===== config.mk =====
export PLATFORM = sky130hd
export DESIGN_NAME = pci_tgt_term
export DESIGN_NICKNAME = d
export VERILOG_FILES = /design/src/rtl/pci_tgt_pkg.sv /design/src/rtl/pci_tgt_decode.sv /design/src/rtl/pci_tgt_busy.sv /design/src/rtl/pci_tgt_fsm.sv /design/src/rtl/pci_tgt_term.sv
export SDC_FILE = /design/constraint.sdc
export NUM_CORES = 1
export LEC_CHECK = 0
export ABC_AREA = 0
export BUFFER_PORTS_ARGS = -buffer_cell sky130_fd_sc_hd__buf_2
export CAP_MARGIN = 30
export CORE_MARGIN = 5
export CORE_UTILIZATION = 45
export DETAILED_ROUTE_END_ITERATION = 7
export GPL_TIMING_DRIVEN = 0
export PLACE_DENSITY = 0.75
export SETUP_SLACK_MARGIN = 0.4
export SLEW_MARGIN = 20
export SYNTH_ARGS = -nofsm -noshare
export SYNTH_HDL_FRONTEND = slang
export SYNTH_SLANG_ARGS = --single-unit

===== constraint.sdc =====
create_clock -name clk -period 2 [get_ports clk]
set_input_delay 0.1 -clock clk [delete_from_list [all_inputs] [get_ports clk]]
set_output_delay 0.1 -clock clk [all_outputs]
set_load 0.03 [all_outputs]

===== src/rtl/pci_tgt_pkg.sv =====
`timescale 1ns/1ps
package pci_tgt_pkg;

   typedef enum logic [3:0] {
      CMD_IO_RD  = 4'b0010,
      CMD_IO_WR  = 4'b0011,
      CMD_MEM_RD = 4'b0110,
      CMD_MEM_WR = 4'b0111,
      CMD_CFG_RD = 4'b1010,
      CMD_CFG_WR = 4'b1011
   } bus_cmd_e;

   typedef enum logic [1:0] {
      ST_IDLE   = 2'd0,
      ST_DECODE = 2'd1,
      ST_DATA   = 2'd2,
      ST_SKIP   = 2'd3
   } tgt_state_e;

endpackage


===== src/rtl/pci_tgt_decode.sv =====
`timescale 1ns/1ps
module pci_tgt_decode #(
   parameter int                ADDR_W    = 32,
   parameter int                IO_WIN_W  = 5,
   parameter int                MEM_WIN_W = 12,
   parameter logic [ADDR_W-1:0] IO_BASE   = '0,
   parameter logic [ADDR_W-1:0] MEM_BASE  = '0
) (
   input  logic [3:0]        cmd,
   input  logic [ADDR_W-1:0] addr,
   input  logic              cfg_sel,
   input  logic              io_en,
   input  logic              mem_en,
   output logic              claim
);
   import pci_tgt_pkg::*;

   localparam logic [ADDR_W-1:0] IO_MASK  = ~((ADDR_W'(1) << IO_WIN_W)  - ADDR_W'(1));
   localparam logic [ADDR_W-1:0] MEM_MASK = ~((ADDR_W'(1) << MEM_WIN_W) - ADDR_W'(1));

   generate
      if (IO_WIN_W < 2 || IO_WIN_W >= ADDR_W) begin : g_bad_io_win
         $error("IO_WIN_W must lie in 2..ADDR_W-1");
      end
      if (MEM_WIN_W < 4 || MEM_WIN_W >= ADDR_W) begin : g_bad_mem_win
         $error("MEM_WIN_W must lie in 4..ADDR_W-1");
      end
   endgenerate

   logic io_hit;
   logic mem_hit;

   assign io_hit  = (addr & IO_MASK)  == (IO_BASE  & IO_MASK);
   assign mem_hit = (addr & MEM_MASK) == (MEM_BASE & MEM_MASK);

   always_comb begin
      case (cmd)
         CMD_CFG_RD, CMD_CFG_WR: claim = cfg_sel;
         CMD_IO_RD,  CMD_IO_WR:  claim = io_en & io_hit;
         CMD_MEM_RD, CMD_MEM_WR: claim = mem_en & mem_hit;
         default:                claim = 1'b0;
      endcase
   end

endmodule


===== src/rtl/pci_tgt_busy.sv =====
`timescale 1ns/1ps
module pci_tgt_busy #(
   parameter int RST_CYC = 33000
) (
   input  logic clk,
   input  logic rst_n,
   input  logic load_req,
   input  logic load_done,
   input  logic rst_reg_rd,
   output logic busy
);
   localparam int CNT_W = $clog2(RST_CYC + 1);

   generate
      if (RST_CYC < 1) begin : g_bad_rst_cyc
         $error("RST_CYC must be at least 1");
      end
   endgenerate

   logic             loading;
   logic [CNT_W-1:0] win_cnt;

   always_ff @(posedge clk or negedge rst_n) begin
      if (!rst_n) begin
         loading <= 1'b1;
      end else if (load_req) begin
         loading <= 1'b1;
      end else if (load_done) begin
         loading <= 1'b0;
      end
   end

   always_ff @(posedge clk or negedge rst_n) begin
      if (!rst_n) begin
         win_cnt <= '0;
      end else if (rst_reg_rd) begin
         win_cnt <= CNT_W'(RST_CYC);
      end else if (win_cnt != '0) begin
         win_cnt <= win_cnt - CNT_W'(1);
      end
   end

   assign busy = loading | (win_cnt != '0);

endmodule


===== src/rtl/pci_tgt_fsm.sv =====
`timescale 1ns/1ps
module pci_tgt_fsm (
   input  logic clk,
   input  logic rst_n,
   input  logic frame,
   input  logic irdy,
   input  logic claim,
   input  logic busy,
   output logic devsel,
   output logic trdy,
   output logic stop
);
   import pci_tgt_pkg::*;

   tgt_state_e state;
   logic       busy_q;
   logic       bus_idle;

   assign bus_idle = !frame && !irdy;

   always_ff @(posedge clk or negedge rst_n) begin
      if (!rst_n) begin
         state  <= ST_IDLE;
         busy_q <= 1'b0;
         devsel <= 1'b0;
         trdy   <= 1'b0;
         stop   <= 1'b0;
      end else begin
         case (state)
            ST_IDLE: begin
               if (frame) begin
                  busy_q <= busy;
                  state  <= claim ? ST_DECODE : ST_SKIP;
               end
            end
            ST_DECODE: begin
               devsel <= 1'b1;
               trdy   <= !busy_q;
               stop   <= busy_q | (frame & irdy);
               state  <= ST_DATA;
            end
            ST_DATA: begin
               if (bus_idle) begin
                  devsel <= 1'b0;
                  trdy   <= 1'b0;
                  stop   <= 1'b0;
                  state  <= ST_IDLE;
               end else if (trdy && irdy) begin
                  trdy <= 1'b0;
                  stop <= stop | frame;
               end
            end
            ST_SKIP: begin
               if (bus_idle) begin
                  state <= ST_IDLE;
               end
            end
            default: state <= ST_IDLE;
         endcase
      end
   end

endmodule


===== src/rtl/pci_tgt_term.sv =====
`timescale 1ns/1ps
module pci_tgt_term #(
   parameter int                ADDR_W    = 32,
   parameter int                IO_WIN_W  = 5,
   parameter int                MEM_WIN_W = 12,
   parameter logic [ADDR_W-1:0] IO_BASE   = ADDR_W'(32'h0000_0400),
   parameter logic [ADDR_W-1:0] MEM_BASE  = ADDR_W'(32'hF000_0000),
   parameter int                RST_CYC   = 33000
) (
   input  logic              clk,
   input  logic              rst_n,
   input  logic              bus_frame,
   input  logic              bus_irdy,
   input  logic [3:0]        bus_cmd,
   input  logic [ADDR_W-1:0] bus_addr,
   input  logic              cfg_sel,
   input  logic              io_space_en,
   input  logic              mem_space_en,
   input  logic              rom_load_req,
   input  logic              rom_load_done,
   input  logic              reset_reg_read,
   output logic              tgt_devsel,
   output logic              tgt_trdy,
   output logic              tgt_stop
);

   logic claim;
   logic busy;

   pci_tgt_decode #(
      .ADDR_W   (ADDR_W),
      .IO_WIN_W (IO_WIN_W),
      .MEM_WIN_W(MEM_WIN_W),
      .IO_BASE  (IO_BASE),
      .MEM_BASE (MEM_BASE)
   ) u_decode (
      .cmd    (bus_cmd),
      .addr   (bus_addr),
      .cfg_sel(cfg_sel),
      .io_en  (io_space_en),
      .mem_en (mem_space_en),
      .claim  (claim)
   );

   pci_tgt_busy #(
      .RST_CYC(RST_CYC)
   ) u_busy (
      .clk       (clk),
      .rst_n     (rst_n),
      .load_req  (rom_load_req),
      .load_done (rom_load_done),
      .rst_reg_rd(reset_reg_read),
      .busy      (busy)
   );

   pci_tgt_fsm u_fsm (
      .clk   (clk),
      .rst_n (rst_n),
      .frame (bus_frame),
      .irdy  (bus_irdy),
      .claim (claim),
      .busy  (busy),
      .devsel(tgt_devsel),
      .trdy  (tgt_trdy),
      .stop  (tgt_stop)
   );

endmodule


==> impl_metrics.py, run 1 <==
metrics = {
    "detailed_routing": {
        "drc": 0,
        "first_iter_violations": 57,
        "firstDrtPassIters": 5,
        "vias": 1491,
        "ant_nets": 0,
        "routed_wl_um": 3830,
        "wl_per_cell_um": 14.3,
        "drt-vias-per-instance": 5.56,
    },
    "min_path": {
        "hp-start": "rom_load_done",
        "hold_class": "in -> reg",
    },
    "die": {
        "dieArea_sq_um": 4590,
        "num_rows": 21,
        "coreArea_sq_um": 3280,
        "io_pins": 49,
        "die_w_um": 67.8,
        "die_h_um": 67.8,
        "initial_core_util": 0.457,
    },
    "synthesis": {
        "syn_inst": 162,
        "synthAdderAreaFrac": 0.0583,
        "syn_area_sq_um": 1500,
        "synth_cell_types": 42,
        "synth_top_cell_area_share": 0.367,
        "ys_ff_latch": 23,
        "synth_ff_type": "dfrtp_1",
        "avgSynthCellArea_sq_um": 9.27,
        "synth_top_family_by_area": "simple AND/OR/NAND/NOR gates",
        "syn-num-nets": 215,
        "synth_xor_area_frac": 0,
        "synth_mux_area_frac": 0.0717,
        "synth_area_leaders": "dfrtp_1 37%, ha_1 5.8%, nor2b_1 4.6%, mux2_2 4.5%, nor2_1 4.0%",
        "synth_compound_area_frac": 0.161,
        "synth_simple_gate_area_frac": 0.292,
        "synth_edf_count": 0,
        "synthArstFlopShare": 1.00,
        "ys_seq_area_frac": 0.384,
        "synth_top_area_cell": "dfrtp_1",
        "yosys_warnings": 0,
    },
    "clock_network": {
        "clk_latency_ps": 320,
        "cts_max_level": 1,
        "cts_tree": "built",
        "clock_path_buffers": 2,
        "cts.sinks": 23,
        "numCtsBuffers": 3,
        "clk_pin_slew_worst_paths_ps": 120,
        "cts-root-buf": "clkbuf_4",
    },
    "timing": {
        "skew_ps": 5.63,
        "setup_viol_count_final": 0,
        "min_period_ps": 1990,
        "fmax_mhz": 503,
        "slew_headroom": 0.659,
        "finalMaxSlewViolations": 0,
        "rsz0062_at_grt": "yes",
        "setup_tns_ps": 0,
        "final_hold_viol_count": 0,
        "fin_crit_sh": 0.994,
        "worst_slew_pin_slew_ps": 511,
    },
    "worst_setup_path": {
        "cp_num_buf_inv": 1,
        "start_kind": "flip-flop",
        "critPathCapture": "u_busy.win_cnt[12]",
        "reg2reg_to": "u_busy.win_cnt[12]",
        "path_class": "reg -> reg",
        "worstPathMaxFanout": 3,
        "r2r_slack_ps": 10,
        "r2r_cells": 6,
        "endpoint_kind": "flip-flop",
        "crit_chain": "inv_2 > ha_4 > or4b_4 > or3_1 > nor3_2 > mux2_4",
        "cp.arrival_ps": 2210,
        "startpoint": "u_busy.win_cnt[0]",
        "required_ps": 2220,
        "slowest_stage": "or4b_4",
        "cp_num_cells": 6,
        "r2r_start": "u_busy.win_cnt[0]",
        "critical_path.max_stage_delay_ps": 450,
        "cpLargestDelayFamily": "simple AND/OR/NAND/NOR gates",
    },
    "finish": {
        "fill_cells": 283,
        "drive_above_1_share": 0.401,
        "nNetsFinal": 276,
        "multiInputGateArea_sq_um": 1030,
        "syn_to_final_growth_pct": 38.5,
        "layout_commonest_cell": "buf_2",
        "final_util": 0.633,
        "insertedDiodeCount": 0,
        "final_cell_mix": "41 x buf_2, 22 x dfrtp_1, 16 x nor2_1",
        "final-seq-area_sq_um": 577,
    },
    "power_and_ir_drop": {
        "total_leakage_power_nw": 0.890,
        "power_density_nw_per_um2": 668,
        "ir_worst_vdd_mv": 0.733,
    },
    "status": {
        "outcome": "completed",
    },
    "placement": {
        "port_buffers": 41,
        "gp_congestion": 0.774,
        "place_hpwl_um": 2630,
    },
    "flow_run": {
        "cap_violations": 0,
    },
    "global_routing": {
        "antenna_found_initial": 0,
        "grt_usage": 0.179,
        "grt_max_degree": 24,
        "grt_pass1_wl_um": 6240,
        "grt_pass1_vias": 1409,
        "overflow": 0,
    },
}
## per-layer routing
layer	up-vias	global-route usage	part of all wire
met5	-	0	0
met4	0	0.0456	0.011
met3	6	0.0466	0.047
met2	41	0.311	0.53
met1	711	0.217	0.41
li1	733	-	-
## worst min path at each step
stage	to	slack [ps]	cells past startpoint
detailed placement	u_busy.win_cnt[11]	110	1
finish	u_busy.loading	20	3
global placement	u_busy.win_cnt[11]	110	1
CTS	u_busy.loading	10	3
global route	u_busy.loading	10	3
floorplan	u_busy.win_cnt[0]	-200	0
## cell families after synthesis
group / count (synthesis)
compound gates: 36
mux: 10
fa+ha+maj: 7
simple gates: 73
buf+inv: 13
flops: 23
## Yosys cell counts (2+ instances only)
master    number
mux2_2         6
and3_1         3
nand3_1        6
nor4_1         7
nor4b_1        2
nand2_1        8
mux2i_1        4
nor2_1        16
or3_1          4
ha_1           7
o21ai_0        8
inv_1          9
a21oi_1        8
a211oi_1       4
a22oi_1        2
dfrtp_1       22
nor3_1         2
nand4_1        4
or4_1          3
o31ai_1        3
nor2b_1       11
clkbuf_1       3
## power by group
group | switching, W | total, W | internal (W)
Combinational | 0.000311 | 0.000579 | 0.000268
Clock | 0.000140 | 0.000218 | 0.0000782
Sequential | 0.0000671 | 0.000592 | 0.000525
Total | 0.000518 | 0.00139 | 0.000871
## registers in the layout (all words and copies together) (netlist names)
| signal | flops |
|---|---|
| u_fsm.devsel | 1 |
| u_fsm.stop | 1 |
| u_fsm.state | 2 |
| u_busy.loading | 1 |
| u_busy.win_cnt | 16 |
| u_fsm.trdy | 1 |
| u_fsm.busy_q | 1 |
## tightest hold or removal path, cell delays in order
cell    delay, ps
buf_2          70
inv_1          30
a21o_1        150
## area by class of cell
cell class / instances / share of cell area
Tap cell: 46 / 0.0277
Buffer: 4 / 0.0108
Clock buffer: 4 / 0.0126
Multi-Input combinational cell: 126 / 0.495
Inverter: 9 / 0.0162
Timing Repair Buffer: 56 / 0.161
Sequential cell: 23 / 0.277
## through the flow
step / instance area, sq um / worst slack, ps / instances / total power, W / hold WS [ps]
after global placement: 1810 / -107 / 249 / 0.00109 / 105
after global routing: 2080 / -66.6 / 268 / 0.00149 / 9.88
after floorplan: 1550 / 18.6 / 162 / 0.000956 / -196
after CTS: 2010 / 7.08 / 265 / 0.00137 / 14.8
final: 2080 / 11.5 / 268 / 0.00139 / 23.6
after detailed placement: 1810 / -115 / 249 / 0.00111 / 110
## timing repair
item	CTS	global route
resized for setup	18	9
hold buffers	2	0
pin swaps	8	4
setup endpoints to repair	19	20
buffers inserted	10	3
endpoints found under the hold margin	23	0
Power figures use the tool's default switching activity.
==> run 2, diff against run 1 <==
Settings changed: CORE_ASPECT_RATIO set to 1.4, SETUP_SLACK_MARGIN 0.4 to 0.1.
==> impl_metrics.py, run 2 (synthesis gave the netlist of run 1 again) <==
metrics = {
    "timing": {
        "worst_slew_pin_slew_ps": 528,
        "rsz0062_at_grt": "yes",
        "fmax_mhz": 496,
        "finalMaxSlewViolations": 0,
        "fin_crit_sh": 1.01,
        "final_hold_viol_count": 0,
        "slew_headroom": 0.639,
        "min_period_ps": 2020,
        "skew_ps": 4.93,
        "worst_slack_ps": -16.5,
        "hold_ws_ps": 5.96,
        "setup_viol_count_final": 1,
    },
    "power_and_ir_drop": {
        "switchingPower_w": 0.000526,
        "power_frac_clock": 0.209,
        "power.internal_w": 0.000915,
        "sequentialPowerShare": 0.411,
        "combPwrFrac": 0.380,
        "ir_worst_vdd_mv": 0.726,
        "total_leakage_power_nw": 0.876,
        "switching_share": 0.365,
        "p_total_w": 0.00144,
        "power_density_nw_per_um2": 709,
    },
    "detailed_routing": {
        "first_iter_violations": 35,
        "drc": 0,
        "vias": 1499,
        "wl_per_cell_um": 15.0,
        "firstDrtPassIters": 4,
        "routed_wl_um": 3910,
        "drt-vias-per-instance": 5.74,
        "ant_nets": 0,
    },
    "die": {
        "dieArea_sq_um": 4610,
        "coreArea_sq_um": 3180,
        "die_w_um": 58.8,
        "die_h_um": 78.3,
        "io_pins": 49,
        "initial_core_util": 0.472,
        "num_rows": 24,
    },
    "finish": {
        "nNetsFinal": 276,
        "final_util": 0.639,
        "fill_cells": 273,
        "layout_commonest_cell": "buf_2",
        "largestRegisters": "u_busy.win_cnt: 16 flops, u_fsm.state: 2 flops",
        "final_cell_mix": "41 x buf_2, 21 x dfrtp_1, 16 x nor2_1",
        "multiInputGateArea_sq_um": 972,
        "syn_to_final_growth_pct": 35.4,
        "regMostFlops": "u_busy.win_cnt",
        "drive_above_1_share": 0.414,
        "insertedDiodeCount": 0,
        "finalInstanceArea_sq_um": 2030,
        "final-seq-area_sq_um": 578,
        "largest_reg_flops": 16,
    },
    "global_routing": {
        "grt_pass1_vias": 1530,
        "grt_usage": 0.178,
        "antenna_found_initial": 0,
        "grt_pass1_wl_um": 6560,
        "overflow": 0,
        "grt_max_degree": 24,
    },
    "min_path": {
        "hold_class": "in -> reg",
    },
    "worst_setup_path": {
        "cp_num_buf_inv": 1,
        "worstPathMaxFanout": 3,
        "start_kind": "flip-flop",
        "crit_chain": "inv_2 > ha_4 > or4b_4 > or3_4 > nor3_4 > mux2_4",
        "slowest_stage": "or4b_4",
        "path_class": "reg -> reg",
        "cpLargestDelayFamily": "simple AND/OR/NAND/NOR gates",
        "r2r_slack_ps": -20,
        "required_ps": 2170,
        "cp.arrival_ps": 2180,
        "critical_path.max_stage_delay_ps": 470,
        "endpoint_kind": "flip-flop",
    },
    "clock_network": {
        "cts.sinks": 23,
        "cts_max_level": 1,
        "clk_pin_slew_worst_paths_ps": 90,
        "cts_tree": "built",
        "clock_path_buffers": 2,
        "numCtsBuffers": 3,
        "clk_latency_ps": 270,
        "cts-root-buf": "clkbuf_8",
    },
    "flow_run": {
        "cap_violations": 0,
    },
    "placement": {
        "gp_congestion": 0.872,
        "place_area_sq_um": 1770,
        "port_buffers": 41,
        "place_hpwl_um": 2810,
    },
    "status": {
        "violations": "negative setup slack",
        "outcome": "finished, violations left",
    },
}
==> run 2: changes by cell type in the layout (fill, tap and decap cells not counted), sizes merged <==
cell	before	now
buf	55	56
clkbuf	7	6
dlygate4sd3	2	1
clkinv	0	1
==> run 2: layout make-up <==
class,count,area share
inverter,9,0.0166
buffer,4,0.00923
multi-input combinational,126,0.478
sequential,23,0.284
clock buffer,3,0.0203
timing repair buffer,56,0.165
tap,39,0.0240
clock inverter,1,0.00246
==> run 2: metal layers <==
layer | routed length, um | GRT usage
met5 | 0 | 0
met3 | 177 | 0.0263
met2 | 2170 | 0.323
met4 | 113 | 0.0748
met1 | 1450 | 0.200
==> run 2: worst reg2reg max path: cells and delay by family (launching register included) <==
family,cells,cell delay [ps]
flops,1,400
mux,1,310
fa+ha+maj,1,140
simple gates,3,960
buf+inv,1,100
==> run 2: power by group through the flow <==
stage	logic, W	registers, W	clock network, W
finish	0.000548	0.000592	0.000301
global route	0.000625	0.000603	0.000329
CTS	0.000540	0.000591	0.000308
detailed placement	0.000507	0.000599	0
global placement	0.000492	0.000596	0
floorplan	0.000332	0.000618	0
==> run 2: final timing paths <==
kind | startpoint | endpoint | cells past startpoint
max in group asynchronous | rst_n | u_busy.win_cnt[4] | 2
setup / recovery | u_busy.win_cnt[0] | u_busy.win_cnt[12] | 6
min in group asynchronous | rst_n | u_busy.win_cnt[13] | 2
hold / removal | rom_load_req | u_busy.loading | 2
setup reg to reg | u_busy.win_cnt[0] | u_busy.win_cnt[12] | 6
hold reg to reg | u_fsm.busy_q | u_fsm.trdy | 1
==> run 2: timing repair <==
item	4_1_cts	5_1_grt
setup endpoints to repair	9	17
setup buffers	12	2
resized for setup	17	9
hold buffers	1	0
pin swaps	7	4
endpoints found under the hold margin	22	0
==> run 2: stage by stage <==
step | TNS [ps] | cells | setup slack (ps)
after floorplan | 0 | 162 | 0.476
after CTS | 0 | 259 | 12.0
after global placement | -231 | 242 | -103
after detailed placement | -252 | 242 | -129
final | -16.5 | 261 | -16.5
after global routing | -380 | 261 | -85.7
